## src/rtl/cs_seq_pkg.sv

```systemverilog
`timescale 1ns/1ps
package cs_seq_pkg;
   typedef enum logic [2:0] {
      ST_TRACK  = 3'd0,
      ST_WAKE   = 3'd1,
      ST_CONV   = 3'd2,
      ST_SETTLE = 3'd3,
      ST_SLEEP  = 3'd4
   } seq_state_t;

   // Clock cycles covering a time in ns at a clock in MHz (rounded up)
   function automatic int ns_to_cycles(input int ns, input int mhz);
      return (ns * mhz + 999) / 1000;
   endfunction
endpackage

```

## src/rtl/cs_edge_sync.sv

```systemverilog
`timescale 1ns/1ps
module cs_edge_sync #(
   parameter int STAGES = 0
) (
   input  logic clk,
   input  logic rst_n,
   input  logic pin_in,
   output logic level_o,
   output logic fall_o
);
   logic prev_q;

   generate
      if (STAGES == 0) begin : g_direct
         assign level_o = pin_in;
      end else begin : g_sync
         logic [STAGES-1:0] chain_q;
         always_ff @(posedge clk or negedge rst_n) begin
            if (!rst_n) chain_q <= '1;
            else        chain_q <= {chain_q[STAGES-2:0], pin_in};
         end
         assign level_o = chain_q[STAGES-1];
      end
   endgenerate

   always_ff @(posedge clk or negedge rst_n) begin
      if (!rst_n) prev_q <= 1'b1;
      else        prev_q <= level_o;
   end

   assign fall_o = prev_q & ~level_o;
endmodule

```

## src/rtl/cs_interval_timer.sv

```systemverilog
`timescale 1ns/1ps
module cs_interval_timer #(
   parameter int W = 8
) (
   input  logic         clk,
   input  logic         rst_n,
   input  logic         load,
   input  logic [W-1:0] load_val,
   output logic         expired
);
   logic [W-1:0] cnt_q;

   always_ff @(posedge clk or negedge rst_n) begin
      if (!rst_n)           cnt_q <= '0;
      else if (load)        cnt_q <= load_val;
      else if (cnt_q != '0) cnt_q <= cnt_q - 1'b1;
   end

   assign expired = (cnt_q == '0);
endmodule

```

## src/rtl/cs_seq.sv

```systemverilog
`timescale 1ns/1ps
module cs_seq
   import cs_seq_pkg::*;
#(
   parameter int CLK_MHZ     = 50,
   parameter int CONV_NS     = 2300,
   parameter int SETTLE_NS   = 100,
   parameter int WAKE_CYC    = 20,
   parameter int SYNC_STAGES = 0
) (
   input  logic clk,
   input  logic rst_n,
   input  logic conv_n,
   input  logic sw_start,
   input  logic sw_pdown,
   input  logic ext_ref,
   output logic hold,
   output logic busy,
   output logic pdown,
   output logic ready,
   output logic ref_off
);
   localparam int CONV_CYC   = ns_to_cycles(CONV_NS, CLK_MHZ);
   localparam int SETTLE_CYC = ns_to_cycles(SETTLE_NS, CLK_MHZ);
   localparam int MAX_A      = (CONV_CYC > SETTLE_CYC) ? CONV_CYC : SETTLE_CYC;
   localparam int MAX_CYC    = (MAX_A > WAKE_CYC) ? MAX_A : WAKE_CYC;
   localparam int TW         = $clog2(MAX_CYC + 1);

   generate
      if (CLK_MHZ < 1)     begin : g_bad_clk    $error("CLK_MHZ must be positive"); end
      if (CONV_CYC < 2)    begin : g_bad_conv   $error("conversion must span 2+ cycles"); end
      if (SETTLE_CYC < 1)  begin : g_bad_settle $error("settling must span 1+ cycle"); end
      if (WAKE_CYC < 1)    begin : g_bad_wake   $error("WAKE_CYC must be 1 or more"); end
      if (SYNC_STAGES < 0 || SYNC_STAGES == 1)
                           begin : g_bad_sync   $error("SYNC_STAGES must be 0 or 2+"); end
   endgenerate

   seq_state_t    state_q, state_d;
   logic          ready_q, ready_d;
   logic          pin_lvl, pin_fall, start_req, sleep_now;
   logic          tmr_load, tmr_done;
   logic [TW-1:0] tmr_val;

   cs_edge_sync #(.STAGES(SYNC_STAGES)) u_sync (
      .clk     (clk),
      .rst_n   (rst_n),
      .pin_in  (conv_n),
      .level_o (pin_lvl),
      .fall_o  (pin_fall)
   );

   cs_interval_timer #(.W(TW)) u_tmr (
      .clk      (clk),
      .rst_n    (rst_n),
      .load     (tmr_load),
      .load_val (tmr_val),
      .expired  (tmr_done)
   );

   assign start_req = pin_fall | sw_start;
   assign sleep_now = ~pin_lvl | sw_pdown;

   always_comb begin
      state_d  = state_q;
      ready_d  = 1'b0;
      tmr_load = 1'b0;
      tmr_val  = '0;
      unique case (state_q)
         ST_TRACK: begin
            if (start_req) begin
               state_d  = ST_CONV;
               tmr_load = 1'b1;
               tmr_val  = TW'(CONV_CYC - 1);
            end else if (sw_pdown) begin
               state_d = ST_SLEEP;
            end
         end
         ST_SLEEP: begin
            if (start_req) begin
               state_d  = ST_WAKE;
               tmr_load = 1'b1;
               tmr_val  = TW'(WAKE_CYC - 1);
            end
         end
         ST_WAKE: begin
            if (tmr_done) begin
               state_d  = ST_CONV;
               tmr_load = 1'b1;
               tmr_val  = TW'(CONV_CYC - 1);
            end
         end
         ST_CONV: begin
            if (tmr_done) begin
               ready_d = 1'b1;
               if (sleep_now) begin
                  state_d = ST_SLEEP;
               end else begin
                  state_d  = ST_SETTLE;
                  tmr_load = 1'b1;
                  tmr_val  = TW'(SETTLE_CYC - 1);
               end
            end
         end
         ST_SETTLE: begin
            if (tmr_done) state_d = ST_TRACK;
         end
         default: state_d = ST_TRACK;
      endcase
   end

   always_ff @(posedge clk or negedge rst_n) begin
      if (!rst_n) begin
         state_q <= ST_TRACK;
         ready_q <= 1'b0;
      end else begin
         state_q <= state_d;
         ready_q <= ready_d;
      end
   end

   assign hold    = (state_q == ST_CONV);
   assign busy    = (state_q == ST_WAKE) || (state_q == ST_CONV) || (state_q == ST_SETTLE);
   assign pdown   = (state_q == ST_SLEEP);
   assign ready   = ready_q;
   assign ref_off = ext_ref | pdown;
endmodule

```

## config.mk

```make
export PLATFORM = sky130hd
export DESIGN_NAME = cs_seq
export DESIGN_NICKNAME = d
export VERILOG_FILES = /design/src/rtl/cs_seq_pkg.sv /design/src/rtl/cs_edge_sync.sv /design/src/rtl/cs_interval_timer.sv /design/src/rtl/cs_seq.sv
export SDC_FILE = /design/constraint.sdc
export NUM_CORES = 1
export LEC_CHECK = 0
export ABC_AREA = 0
export BUFFER_PORTS_ARGS = -buffer_cell sky130_fd_sc_hd__buf_2
export CORE_UTILIZATION = 37
export CTS_CLUSTER_DIAMETER = 120
export DETAILED_ROUTE_END_ITERATION = 6
export PLACE_DENSITY = 0.55
export SKIP_CTS_REPAIR_TIMING = 1
export SLEW_MARGIN = 10
export SYNTH_ARGS = -nofsm -noshare
export SYNTH_HDL_FRONTEND = slang
export SYNTH_HIERARCHICAL = 1
export SYNTH_SLANG_ARGS = --single-unit
```

## constraint.sdc

```tcl
create_clock -name clk -period 5 [get_ports clk]
set_input_delay 1 -clock clk [delete_from_list [all_inputs] [get_ports clk]]
set_output_delay 1 -clock clk [all_outputs]
set_load 0.02 [all_outputs]
```

# Word-level counts from Yosys, hierarchy flattened
# Cells that the tools add are included.
dict set report op_classes {
  reduce_logical 8
  div_mod_pow 0
  n_eq_ne 9
  n_mul 0
  n_shift 0
  n_lt_le_gt_ge 0
  bitwise_logic 5
  add_sub_neg 1
  mux 22
}
# op count
set ops {}
lappend ops {{$mux 7} 4}
lappend ops {{$pmux 7 s4} 1}
lappend ops {{$mux 3} 9}
lappend ops {{$pmux 3 s5} 1}
lappend ops {{$logic_not 7->1} 1}
lappend ops {{$reduce_bool 7->1} 1}
lappend ops {{$sub 7x1->7 const B} 1}
lappend ops {{$eq 3x2->1 const B} 2}
lappend ops {{$mux 1} 5}
lappend ops {{$mux 5} 1}
lappend ops {{$reduce_and 5->1} 1}
lappend ops {{$ne 2x1->1 const B} 2}
lappend ops {{$ne 2x2->1 const B} 2}
lappend ops {{$eq 3x1->1 const B} 1}
lappend ops {{$eq 3x3->1 const B} 1}
lappend ops {{$logic_not 3->1} 1}
lappend ops {{$ne 3x3->1 const B} 1}
lappend ops {{$or 1x1->1} 3}
lappend ops {{$pmux 1 s3} 1}
lappend ops {{$logic_or 1x1->1} 2}
lappend ops {{$reduce_bool 2->1} 1}
lappend ops {{$reduce_or 2->1} 1}
lappend ops {{$and 1x1->1} 1}
lappend ops {{$not 1->1} 1}
dict set report word_totals {
  latch_bits 0
  mem_count 0
  input_bits 6
  register_bits 12
  rom_bits 0
  word_cells 49
  mem_bits_rw 0
}

# Logic depth before layout (Yosys ltp)
dict set report logic_depth {
  word_depth 6
  mapped_depth 10
  ltp_nobuf 9
}

# Hierarchy
# Netlist, hierarchy kept.
# mod n_inst cells_per_inst area_each_um2
set by_module_without_submodules {}
lappend by_module_without_submodules {cs_interval_timer 1 43 434.2}
lappend by_module_without_submodules {cs_seq 1 33 320.3}
lappend by_module_without_submodules {cs_edge_sync 1 3 47.5}

# Worst setup path after synthesis
# OpenSTA, ideal clock, no wires.
dict set report synth_path {
  path_kind {register to register}
  startpoint {register u_tmr.cnt_q[3]}
  endpoint {register u_tmr.cnt_q[5]}
  n_path_buf 1
  setup_slack_ns 2.705
  stages_incl_launch_ff 9
  t_required_ns 4.923
  t_arrival_ns 2.217
  period_less_slack_ns 2.295
  cell_sequence {dfrtp_1 > or4_4 > nor2_1 > nand3b_1 > a21oi_1 > or2_2 > clkbuf_1 > a41oi_1 > a21oi_1}
}
dict set report synth_via {
  elab_chain_len 4
  elab_cells_between_ends 11
  classes_between {add/sub: 1; mux: 7; reduce/logical: 3}
}
# element line_no
set synth_rtl {}
lappend synth_rtl {{start: declaration} cs_interval_timer.sv:11} ;# logic [W-1:0] cnt_q;
lappend synth_rtl {{start signal: assignment} cs_interval_timer.sv:15} ;# else if (load) cnt_q <= load_val;
lappend synth_rtl {{start signal: assignment} cs_interval_timer.sv:16} ;# else if (cnt_q != '0) cnt_q <= cnt_q - 1'b1;
lappend synth_rtl {{$logic_not 7->1 *} cs_interval_timer.sv:19} ;# assign expired = (cnt_q == '0);
lappend synth_rtl {{via tmr_done} cs_seq.sv:41} ;# logic tmr_load, tmr_done;
lappend synth_rtl {{$mux 1, on equally long branches} {cs_seq.sv:93, cs_seq.sv:86}}
lappend synth_rtl {{$pmux 1 s3 *} cs_seq.sv:68} ;# unique case (state_q)
lappend synth_rtl {{via tmr_load} cs_seq.sv:41}
lappend synth_rtl {{$mux 7 or $reduce_bool 2->1 (tied branches)} --}
# Mark *: on every way through the listed nets, which the timed path passes. The rest lies on a longest branch. The select of a mux whose other input is x is not followed.
# A chain may end at the register's enable or synchronous reset.

# Final worst setup path
dict set report layout_path {
  startpoint {register u_tmr.cnt_q[3]}
  endpoint {register u_tmr.cnt_q[1]}
}
dict set report layout_via {
  elab_chain_len 4
  elab_cells_between_ends 10
  classes_between {mux: 7; reduce/logical: 3}
}
# element line_no
set layout_rtl {}
lappend layout_rtl {{$logic_not 7->1 *} cs_interval_timer.sv:19}
lappend layout_rtl {{via tmr_done} cs_seq.sv:41}
lappend layout_rtl {{$mux 3 or $mux 7 (tied branches)} {cs_seq.sv:93, cs_seq.sv:86}}
lappend layout_rtl {{$pmux 7 s4 *} cs_seq.sv:68}
lappend layout_rtl {{via tmr_val[1]} cs_seq.sv:42} ;# logic [TW-1:0] tmr_val;
lappend layout_rtl {{$mux 7 *} cs_interval_timer.sv:15}
# Mark *: on every way through the listed nets, which the timed path passes. The rest lies on a longest branch.

==> impl_metrics.tcl <==
set metrics [dict create \
    overflow 0 \
    wl_per_cell_um 14.09 \
    synth_top_area_share_pct 34.32 \
    die_area_um2 2358 \
    routed_wl_mm 1.663 \
    timing.final.crit_period_ps 2589 \
    grt_pass1_wl_mm 2.904 \
    hold_violations 0 \
    crit_type "reg2reg" \
    power-per-cell-area_nw_per_um2 632.4 \
    synth_cell_types 40 \
    tightest_slew_ps 511.0 \
    first_pass_iters 4 \
    clock_path_buffers 2 \
    crit-reg2reg-launch "u_tmr/cnt_q[3]" \
    area_growth_pct 13.57 \
    slew_violations 0 \
    hold_class "in2async" \
    drive_gt1_share_pct 29.67 \
    final.setup.worst_slack_ps 2411 \
    cp_data_arrival_time_ps 2760 \
    ys_ff_latch 12 \
    synth_common_cells "dfrtp_1, nor2_1, inv_1" \
    initial_core_util_pct 40.06 \
    power.leakage_nw 0.3908 \
    vias 647 \
    worstSetupEndpointType "register" \
    dpl.hpwl_mm 1.209 \
    tritoncts "yes" \
    rows 16 \
    portBuffers 10 \
    synth_most_common_cell "dfrtp_1" \
    fmax_ghz 0.3862 \
    grt_pass1_vias 609 \
    insertion_delay_ps 280 \
    netlist_instances 79 \
    finalSetupTns_ps 0 \
    ys.flop_type "dfrtp_1" \
    clkTransAtPathRegs_ps 80 \
    synthArstFlopShare_pct 100.0 \
    drc 0 \
    drt-initial-drc-count 16 \
    h-tree-depth 1 \
    synth-seq-area-share_pct 37.60 \
    crit_path_start_kind "register" \
    ir_drop_mv 0.2706 \
    path_max_fanout 14 \
    postSynthNetCount 87 \
    grt_max_degree 15 \
    top_level_ports 11 \
    worstRegToRegCells 7 \
    antennaDiodeCount 0 \
    cp.required_ps 5170 \
    gp_congestion 0.8253 \
    root_buffer "clkbuf_4" \
    cts_buffers 3 \
    fin_nets 100 \
    synth_edf_count 0 \
    die_y_um 48.56 \
    avgSynthCellArea_um2 10.15 \
    fill_cells 214 \
    fp.dieW_um 48.56 \
    cts_sinks 12 \
    syn-cell-area_um2 802.0 \
    place_ws_ps 2464 \
    rsz0062_at_grt "false" \
    vias_per_cell 5.483 \
    ys_top_cells_by_area "dfrtp_1, mux2_4, o31ai_1" \
    period_share_pct 51.78 \
    clock_skew_ps 2.148 \
    maxCapViolations 0 \
    utilization_pct 45.50 \
    relSlewSlack_pct 65.05 \
    setup_viol 0 \
    grt_usage_pct 16.27 \
    ant_nets 0 \
    synth_warnings 6 \
    antenna_found_initial 0 \
    yosys.area.top_type "dfrtp_1" \
    rrSetupSlack_ps 2410 \
    r2r_end "u_tmr/cnt_q[1]" \
    outcome "completed" \
    coreArea_um2 2002 \
    power_mw 0.5760 \
]
-- worst max path at each step --
stage / start / to / slack (ps) / depth (start not counted)
CTS: u_tmr/cnt_q[3] / u_tmr/cnt_q[1] / 2400 / 7
finish: u_tmr/cnt_q[3] / u_tmr/cnt_q[1] / 2410 / 7
global route: u_tmr/cnt_q[3] / u_tmr/cnt_q[3] / 2220 / 7
global placement: u_tmr/cnt_q[3] / u_tmr/cnt_q[5] / 2510 / 7
floorplan: u_tmr/cnt_q[3] / u_tmr/cnt_q[5] / 2710 / 8
detailed placement: u_tmr/cnt_q[3] / u_tmr/cnt_q[1] / 2460 / 7
-- cell type report --
cell class                 instances  area, µm²  area share (%)
clock buffer                       4      36.28           3.984
inverter                           5      18.77           2.060
multi-input combinational         60      470.5           51.65
sequential                        12      301.5           33.10
tap                               27      33.78           3.709
timing repair buffer              10      50.05           5.495
-- registers in the layout, summed over array words and instances, names as in the netlist --
name,count
u_tmr/cnt_q,7
state_q,3
ready,1
u_sync/prev_q,1
-- metrics by stage --
stage | hold WS, ps | cell area (µm²) | cells
final | 584.5 | 910.9 | 118
after global routing | 607.9 | 910.9 | 118
after CTS | 591.2 | 910.9 | 118
after detailed placement | 579.2 | 874.6 | 114
after global placement | 572.9 | 874.6 | 114
after floorplan | 540.8 | 802.0 | 79
-- layer usage --
| layer | wire (µm) | track usage, % |
|---|---|---|
| met5 | 0 | 0 |
| met3 | 61 | 1.887 |
| met1 | 846 | 23.92 |
| met4 | 40 | 8.824 |
| met2 | 714 | 23.00 |
-- power by group --
| group | switching, mW | internal, mW |
|---|---|---|
| clock | 0.0365 | 0.0443 |
| combinational | 0.156 | 0.147 |
| sequential | 0.0538 | 0.138 |
-- cells in the final DEF (no fill, tap or decap), types with 2 or more instances in the layout --
| master | n |
|---|---|
| a21boi_0 | 2 |
| buf_2 | 10 |
| clkbuf_4 | 3 |
| xnor2_1 | 2 |
| a21oi_1 | 3 |
| nand2b_1 | 4 |
| inv_1 | 5 |
| dfrtp_1 | 11 |
| ha_1 | 2 |
| o21ai_0 | 3 |
| nor2_1 | 6 |
| mux2_4 | 2 |
| nand2_1 | 3 |
| nor2b_1 | 2 |
| or3b_2 | 2 |
| nor3_1 | 2 |
| or4_4 | 2 |
| o31ai_1 | 4 |
-- critical path, stage by stage (launching register included) --
cell      delay [ps]
dfrtp_1          440
or4_4            580
nor2_1           400
nand3b_1         150
a21oi_1          310
or2_2            320
a31oi_1           60
a22o_1           220
-- cells by family after synthesis --
kind of cell / synth area share [%]
other: 0.4676
muxes: 3.744
and+or+nand+nor: 26.05
adders and majority gates: 3.120
AOI/OAI and AO/OA: 23.09
buffers and inverters: 3.744
DFF: 37.60
xor gates and xnor gates: 2.184
No activity file was read; power rests on OpenSTA's default activity.
